File: src/rtl/lpw_pkg.sv
package lpw_pkg;
  localparam int CTL_W      = 8;
  localparam int CTL_RSEL   = 0;
  localparam int CTL_MODE_L = 1;
  localparam int CTL_PSEL_L = 3;
  localparam logic [1:0] MODE_RCWDT = 2'b01;

  typedef enum logic [1:0] {
    ST_RUN,
    ST_PSTOP,
    ST_RCW,
    ST_STAB
  } lpw_state_e;

  typedef enum logic [1:0] {
    ACT_RESUME,
    ACT_VEXT,
    ACT_VWDT,
    ACT_IRST
  } lpw_act_e;
endpackage

File: src/rtl/lpw_ctl_reg.sv
module lpw_ctl_reg
  import lpw_pkg::*;
#(
  parameter int PSEL_W = 3
) (
  input  logic              clk,
  input  logic              rst,
  input  logic              clr,
  input  logic              wr_en,
  input  logic [CTL_W-1:0]  wr_mask,
  input  logic [CTL_W-1:0]  wr_data,
  output logic              mode_rc,
  output logic              rst_sel,
  output logic [PSEL_W-1:0] psel
);
  logic [CTL_W-1:0] ctl_q;
  logic             full_wr;

  assign full_wr = wr_en && (&wr_mask);

  always_ff @(posedge clk) begin
    if (rst || clr) begin
      ctl_q <= '0;
    end else if (full_wr) begin
      ctl_q <= wr_data;
    end
  end

  assign mode_rc = (ctl_q[CTL_MODE_L +: 2] == MODE_RCWDT);
  assign rst_sel = ctl_q[CTL_RSEL];
  assign psel    = ctl_q[CTL_PSEL_L +: PSEL_W];

  // byte-incomplete writes must not disturb the register
  assert_partial_ignored_R9: assert property (@(posedge clk) disable iff (rst)
    (wr_en && !(&wr_mask) && !clr) |=> $stable(ctl_q));
endmodule

File: src/rtl/lpw_stab_timer.sv
module lpw_stab_timer #(
  parameter int CNT_W  = 8,
  parameter int PSEL_W = 3
) (
  input  logic              clk,
  input  logic              rst,
  input  logic              run,
  input  logic              load,
  input  logic [PSEL_W-1:0] psel_in,
  output logic [CNT_W-1:0]  cnt,
  output logic              ovf
);
  localparam int PRE_W = 2 ** PSEL_W;

  logic [PSEL_W-1:0] psel_q;
  logic [PRE_W-1:0]  pc;
  logic [PRE_W:0]    ratio;
  logic [PRE_W-1:0]  lim;
  logic              tick;

  assign ratio = (PRE_W+1)'(2) << psel_q;
  assign lim   = PRE_W'(ratio - 1'b1);
  assign tick  = run && (pc == lim);
  assign ovf   = tick && (&cnt);

  always_ff @(posedge clk) begin
    if (rst) begin
      psel_q <= '0;
    end else if (load) begin
      psel_q <= psel_in;
    end
  end

  always_ff @(posedge clk) begin
    if (rst || !run) begin
      pc  <= '0;
      cnt <= '0;
    end else if (tick) begin
      pc  <= '0;
      cnt <= cnt + 1'b1;
    end else begin
      pc  <= pc + 1'b1;
    end
  end

  // counting starts from zero when stabilization begins
  assert_clear_on_start_R4: assert property (@(posedge clk) disable iff (rst)
    $rose(run) |-> (cnt == '0 && pc == '0));

  // the stabilization counter advances by at most one per cycle
  assert_cnt_step_R4: assert property (@(posedge clk) disable iff (rst)
    (run && $past(run)) |-> (cnt == $past(cnt) || cnt == $past(cnt) + 1'b1));

  // the captured ratio stays fixed while stabilizing
  assert_psel_frozen_R5: assert property (@(posedge clk) disable iff (rst)
    (run && $past(run)) |-> $stable(psel_q));
endmodule

File: src/rtl/lpw_fsm.sv
module lpw_fsm
  import lpw_pkg::*;
(
  input  logic clk,
  input  logic rst,
  input  logic stop_req,
  input  logic ext_irq,
  input  logic wdt_evt,
  input  logic cpu_ie,
  input  logic wdt_ie,
  input  logic mode_rc,
  input  logic rst_sel,
  input  logic ovf,
  output logic osc_en,
  output logic rc_en,
  output logic clk_en,
  output logic stab_run,
  output logic in_run,
  output logic resume,
  output logic vec_ext,
  output logic vec_wdt,
  output logic int_rst
);
  lpw_state_e st;
  lpw_act_e   act;
  logic       wpend;

  assign stab_run = (st == ST_STAB);
  assign in_run   = (st == ST_RUN);

  function automatic lpw_act_e wdt_action(input logic ie, input logic rs,
                                          input logic we);
    if (!ie)      return ACT_RESUME;
    else if (rs)  return ACT_IRST;
    else if (we)  return ACT_VWDT;
    else          return ACT_RESUME;
  endfunction

  always_ff @(posedge clk) begin
    if (rst) begin
      st      <= ST_RUN;
      act     <= ACT_RESUME;
      wpend   <= 1'b0;
      osc_en  <= 1'b1;
      rc_en   <= 1'b0;
      clk_en  <= 1'b1;
      resume  <= 1'b0;
      vec_ext <= 1'b0;
      vec_wdt <= 1'b0;
      int_rst <= 1'b0;
    end else begin
      resume  <= 1'b0;
      vec_ext <= 1'b0;
      vec_wdt <= 1'b0;
      int_rst <= 1'b0;
      unique case (st)
        ST_RUN: begin
          if (wpend) begin
            wpend <= 1'b0;
            unique case (wdt_action(cpu_ie, rst_sel, wdt_ie))
              ACT_IRST: int_rst <= 1'b1;
              ACT_VWDT: vec_wdt <= 1'b1;
              default:  ;
            endcase
          end else if (stop_req) begin
            clk_en <= 1'b0;
            osc_en <= 1'b0;
            if (mode_rc) begin
              st    <= ST_RCW;
              rc_en <= 1'b1;
            end else begin
              st <= ST_PSTOP;
            end
          end
        end
        ST_PSTOP: begin
          if (ext_irq) begin
            st     <= ST_STAB;
            osc_en <= 1'b1;
            act    <= cpu_ie ? ACT_VEXT : ACT_RESUME;
          end
        end
        ST_RCW: begin
          if (ext_irq) begin
            st     <= ST_STAB;
            osc_en <= 1'b1;
            rc_en  <= 1'b0;
            act    <= cpu_ie ? ACT_VEXT : ACT_RESUME;
            wpend  <= wdt_evt;
          end else if (wdt_evt) begin
            st     <= ST_STAB;
            osc_en <= 1'b1;
            rc_en  <= 1'b0;
            act    <= wdt_action(cpu_ie, rst_sel, wdt_ie);
          end
        end
        ST_STAB: begin
          if (ovf) begin
            st     <= ST_RUN;
            clk_en <= 1'b1;
            unique case (act)
              ACT_RESUME: resume  <= 1'b1;
              ACT_VEXT:   vec_ext <= 1'b1;
              ACT_VWDT:   vec_wdt <= 1'b1;
              ACT_IRST:   int_rst <= 1'b1;
            endcase
          end
        end
        default: st <= ST_RUN;
      endcase
    end
  end

  // main and RC oscillators never both enabled while in RC-watchdog stop
  assert_rc_excl_R1: assert property (@(posedge clk) disable iff (rst)
    rc_en |-> !osc_en);

  // the CPU clock gate only closes in response to a stop request
  assert_gate_on_stop_R3: assert property (@(posedge clk) disable iff (rst)
    $fell(clk_en) |-> $past(stop_req));

  // simultaneous wake sources are resolved external-first
  assert_ext_first_R11: assert property (@(posedge clk) disable iff (rst)
    (st == ST_RCW && ext_irq && wdt_evt) |=> (wpend && (act == ACT_VEXT || act == ACT_RESUME)));

  // wake actions are mutually exclusive
  assert_one_action_R12: assert property (@(posedge clk) disable iff (rst)
    $onehot0({resume, vec_ext, vec_wdt, int_rst}));
endmodule

File: src/rtl/lpw_wake_ctrl.sv
module lpw_wake_ctrl
  import lpw_pkg::*;
#(
  parameter int CNT_W  = 8,
  parameter int PSEL_W = 3
) (
  input  logic             clk,
  input  logic             rst,
  input  logic             ctl_wr_en,
  input  logic [CTL_W-1:0] ctl_wr_mask,
  input  logic [CTL_W-1:0] ctl_wr_data,
  input  logic             stop_req,
  input  logic             ext_irq,
  input  logic             wdt_evt,
  input  logic             cpu_ie,
  input  logic             wdt_ie,
  output logic             osc_en,
  output logic             rc_en,
  output logic             cpu_clk_en,
  output logic [CNT_W-1:0] stab_cnt,
  output logic             wake_resume,
  output logic             wake_vec_ext,
  output logic             wake_vec_wdt,
  output logic             int_rst
);
  logic              mode_rc;
  logic              rst_sel;
  logic [PSEL_W-1:0] psel;
  logic              stab_run;
  logic              in_run;
  logic              ovf;

  lpw_ctl_reg #(.PSEL_W(PSEL_W)) u_ctl (
    .clk     (clk),
    .rst     (rst),
    .clr     (int_rst),
    .wr_en   (ctl_wr_en),
    .wr_mask (ctl_wr_mask),
    .wr_data (ctl_wr_data),
    .mode_rc (mode_rc),
    .rst_sel (rst_sel),
    .psel    (psel)
  );

  lpw_stab_timer #(.CNT_W(CNT_W), .PSEL_W(PSEL_W)) u_tmr (
    .clk     (clk),
    .rst     (rst),
    .run     (stab_run),
    .load    (in_run),
    .psel_in (psel),
    .cnt     (stab_cnt),
    .ovf     (ovf)
  );

  lpw_fsm u_fsm (
    .clk      (clk),
    .rst      (rst),
    .stop_req (stop_req),
    .ext_irq  (ext_irq),
    .wdt_evt  (wdt_evt),
    .cpu_ie   (cpu_ie),
    .wdt_ie   (wdt_ie),
    .mode_rc  (mode_rc),
    .rst_sel  (rst_sel),
    .ovf      (ovf),
    .osc_en   (osc_en),
    .rc_en    (rc_en),
    .clk_en   (cpu_clk_en),
    .stab_run (stab_run),
    .in_run   (in_run),
    .resume   (wake_resume),
    .vec_ext  (wake_vec_ext),
    .vec_wdt  (wake_vec_wdt),
    .int_rst  (int_rst)
  );
endmodule

File: config.mk
export PLATFORM = sky130hd
export DESIGN_NAME = lpw_wake_ctrl
export DESIGN_NICKNAME = d
export VERILOG_FILES = /design/src/rtl/lpw_pkg.sv /design/src/rtl/lpw_ctl_reg.sv /design/src/rtl/lpw_stab_timer.sv /design/src/rtl/lpw_fsm.sv /design/src/rtl/lpw_wake_ctrl.sv
export SDC_FILE = /design/constraint.sdc
export NUM_CORES = 1
export LEC_CHECK = 0
export BUFFER_PORTS_ARGS = -buffer_cell sky130_fd_sc_hd__buf_2
export CAP_MARGIN = 5
export CORE_MARGIN = 5
export CORE_UTILIZATION = 49
export CTS_BUF_LIST = sky130_fd_sc_hd__clkbuf_16
export CTS_CLUSTER_DIAMETER = 40
export DETAILED_ROUTE_END_ITERATION = 10
export PLACE_DENSITY = 0.82
export SLEW_MARGIN = 20
export SYNTH_ARGS = -nofsm -noshare
export SYNTH_HDL_FRONTEND = slang
export SYNTH_SLANG_ARGS = --single-unit
File: constraint.sdc
create_clock -name clk -period 2.3 [get_ports clk]
set_clock_uncertainty 0.15 [all_clocks]
set_input_delay 0.23 -clock clk [delete_from_list [all_inputs] [get_ports clk]]
set_output_delay 0.23 -clock clk [all_outputs]
set_load 0.05 [all_outputs]
==> flow_summary_export.csv <==
group,metric,value,unit
outcome,status,"finished, final reports clean",
layout,layout.nets,293,
placement,dp_hpwl,2.89,mm
die,dieArea,0.00522,mm^2
clock_network,clk_pin_slew,0.06,ns
clock_network,clock-sinks,37,
drt,remaining_drc_errors,0,
logic_synthesis,ys_seq_area_share,39.0,%
logic_synthesis,syn_area,0.00190,mm^2
logic_synthesis,synth_edf_count,0,
global_route,overflow,0,
placement,dpl.cell_count,302,
die,die_w,72.3,um
pwr,leakage,0.932,nW
die,core,0.00372,mm^2
global_route,grt_max_degree,19,
logic_synthesis,yosysWarnings,0,
layout,antennaDiodeCount,0,
clock_network,clock_latency,0.28,ns
drt,drt_wl_total,3.89,mm
logic_synthesis,syn_avg_cell_area,8.68,um^2
logic_synthesis,synthArstFlopShare,0,%
drt,dr.first_iter.drc_count,77,
min_path,whs_endpoint,"u_ctl.ctl_q[0]$_SDFFE_PP0P_",
drt,dr_wl_met2,1.86,mm
critical_path,r2r_start,"u_fsm.st[0]$_SDFFE_PP0P_",
die,start_util,51.1,%
critical_path,cp-end-kind,"flop",
min_path,worstHoldStart,"ctl_wr_data[0]",
drt,vias,1680,
clock_network,cts_buffers,5,
logic_synthesis,synth_nets,250,
layout,final_cell_mix,"nor2_1, buf_2, dfxtp_1",
layout,layout.cells.non_filler,311,
placement,post_dp_cell_area,0.00215,mm^2
drt,wl_met1,1.71,mm
timing,holdWs,0.0429,ns
critical_path,critical_path_arrival,2.24,ns
logic_synthesis,synthCells,219,
placement,pre_cts_slack,0.0674,ns
pwr,ir_drop,0.000401,V
critical_path,worstReg2RegEnd,"u_fsm.st[1]$_SDFFE_PP0P_",
timing,max_freq,451,MHz
logic_synthesis,ys.flop_type,"dfxtp_1",
min_path,min_path_cells,3,
drt,final_antenna_net_count,0,
layout,final_layout_size_suffix_gt1_share,25.1,%
clock_network,htreeDepth,2,
layout,layout_commonest_cell,"nor2_1",
layout,final_cell_area,0.00233,mm^2
timing,report.final.slew_viol_count,0,
layout,area_delta_synth_final,22.4,%
clock_network,cts_tree,"built",
global_route,grt.total_usage,16.1,%
drt,highest_layer,"met4",
logic_synthesis,synth_cell_types,42,
timing,maxSlewHeadroom,62.6,%
drt,routedWlPerCell,12.5,um
pwr,power_density,792,mW/mm^2
critical_path,regToRegSetupSlack,0.08,ns
critical_path,cp_max_fo,7,
die,fp-row-count,22,
min_path,hp-class,"in -> reg",
timing,hold_viol,0,
critical_path,rr_worst_depth,7,
timing,period_share,96.3,%
critical_path,required,2.32,ns
logic_synthesis,synth_seq_cells,37,
global_route,grt_first_pass_wirelength,6.78,mm
clock_network,clockBufferDepth,2,
clock_network,root_buffer,"clkbuf_16",
drt,dr_wl_met3,264,um
drt,dr.pass1.iters,4,
placement,gp_congestion,0.820,
global_route,antenna_found_initial,0,
die,ios,39,
global_route,grt_pass1_vias,1627,
die,die_y,72.3,um
timing,finalWorstSetupSlack,0.0842,ns
layout,fill_cells,322,
critical_path,crit_type,"reg -> reg",
timing,fin_crit,2.22,ns
timing,setup_viol,0,
placement,io_buffers,36,
pwr,p_total,1.84,mW
timing,worstMarginPinSlew,0.561,ns
job,drv_cap,0,
drt,viasPerCell,5.40,
critical_path,startpoint_type,"flop",
-- repair_timing --
| item | in CTS | in global routing |
|---|---|---|
| hold buffers | 0 | 0 |
| setup endpoints to repair | 0 | 4 |
| resized for setup | 0 | 2 |
| setup buffers | 0 | 1 |
-- sequential cells by signal, indices dropped and copies added (netlist names) --
| signal | cells |
|---|---|
| u_tmr.cnt | 8 |
| u_tmr.pc | 8 |
| u_ctl.ctl_q | 6 |
| u_tmr.psel_q | 3 |
| u_fsm.act | 2 |
| u_fsm.st | 2 |
| u_fsm.clk_en | 1 |
| u_fsm.int_rst | 1 |
| u_fsm.osc_en | 1 |
| u_fsm.rc_en | 1 |
| u_fsm.resume | 1 |
| u_fsm.vec_ext | 1 |
| u_fsm.vec_wdt | 1 |
| u_fsm.wpend | 1 |
-- cell usage after synthesis (all sizes together) (2+ instances only) --
cell	number	area (um^2)
a31o	2	17.5
xnor2	7	61.3
o22ai	2	12.5
and3	2	12.5
nand4	4	25.0
dfxtp	37	741
nor4	7	58.8
nor2	37	139
mux2	2	26.3
clkbuf	6	22.5
nand2b	4	25.0
and2	2	12.5
or2	4	25.0
nand2	15	56.3
a21oi	8	40.0
ha	7	87.6
mux2i	12	120
o21a	2	15.0
xor2	4	35.0
buf	2	16.3
o21ai	11	55.1
nor3	4	31.3
nor2b	4	25.0
inv	9	33.8
nand3	11	55.1
a211o	2	17.5
-- metal layers --
metal / vias up / GRT usage [%]
met1: 773 / 19.0
met2: 51 / 27.8
met5: - / 0
met3: 5 / 4.29
li1: 851 / -
met4: 0 / 6.26
-- per-stage QoR --
stage / utilization [%] / TNS (ns)
final: 62.6 / 0
after global routing: 62.6 / -0.0104
after CTS: 62.4 / 0
after detailed placement: 58.0 / 0
after global placement: 58.0 / 0
after floorplan: - / 0
-- where the power goes --
part	internal [mW]	switching [mW]	total, mW	leakage (nW)
Clock	0.503	0.248	0.751	0.0826
Sequential	0.672	0.0240	0.696	0.300
Combinational	0.157	0.239	0.395	0.550
-- logic make-up (layout without fill, tap and decap cells) --
kind of cell / after synthesis / in the layout / share of synthesized area (%)
DFF: 37 / 37 / 39.0
xor gates and xnor gates: 11 / 11 / 5.07
muxes: 14 / 14 / 7.70
AOI/OAI and AO/OA: 33 / 33 / 12.6
and+or+nand+nor: 99 / 99 / 26.7
buffers and inverters: 17 / 61 / 3.82
adders and majority gates: 8 / 8 / 5.13
-- area by class of cell --
| type | instances | area [um^2] | share of cell area [%] |
|---|---|---|---|
| clock buffer | 5 | 125 | 5.38 |
| clock inverter | 3 | 37.5 | 1.61 |
| inverter | 9 | 33.8 | 1.45 |
| multi-input combinational | 165 | 1090 | 46.7 |
| sequential | 37 | 742 | 31.9 |
| tap | 48 | 60.1 | 2.58 |
| timing repair buffer | 44 | 240 | 10.3 |
-- worst max path at each step --
| stage | from | cells past startpoint | endpoint |
|---|---|---|---|
| 4_1_cts | u_tmr.psel_q[1]$_SDFFE_PP0P_ | 6 | u_fsm.st[1]$_SDFFE_PP0P_ |
| 3_3_place_gp | u_tmr.psel_q[1]$_SDFFE_PP0P_ | 6 | u_fsm.st[1]$_SDFFE_PP0P_ |
| 5_1_grt | u_tmr.psel_q[1]$_SDFFE_PP0P_ | 7 | u_fsm.int_rst$_SDFF_PP0_ |
| 3_5_place_dp | u_tmr.psel_q[1]$_SDFFE_PP0P_ | 6 | u_fsm.st[1]$_SDFFE_PP0P_ |
| 2_1_floorplan | u_tmr.psel_q[1]$_SDFFE_PP0P_ | 7 | u_fsm.st[1]$_SDFFE_PP0P_ |
| 6_report | u_fsm.st[0]$_SDFFE_PP0P_ | 7 | u_fsm.st[1]$_SDFFE_PP0P_ |
-- worst max-delay path: stages, from the launching register on --
cell,delay [ns]
dfxtp_1,0.34
inv_1,0.11
ha_1,0.29
a21oi_1,0.12
or2_2,0.32
and2_1,0.20
a41oi_2,0.25
mux2_4,0.32
Power figures use the tool's default switching activity.
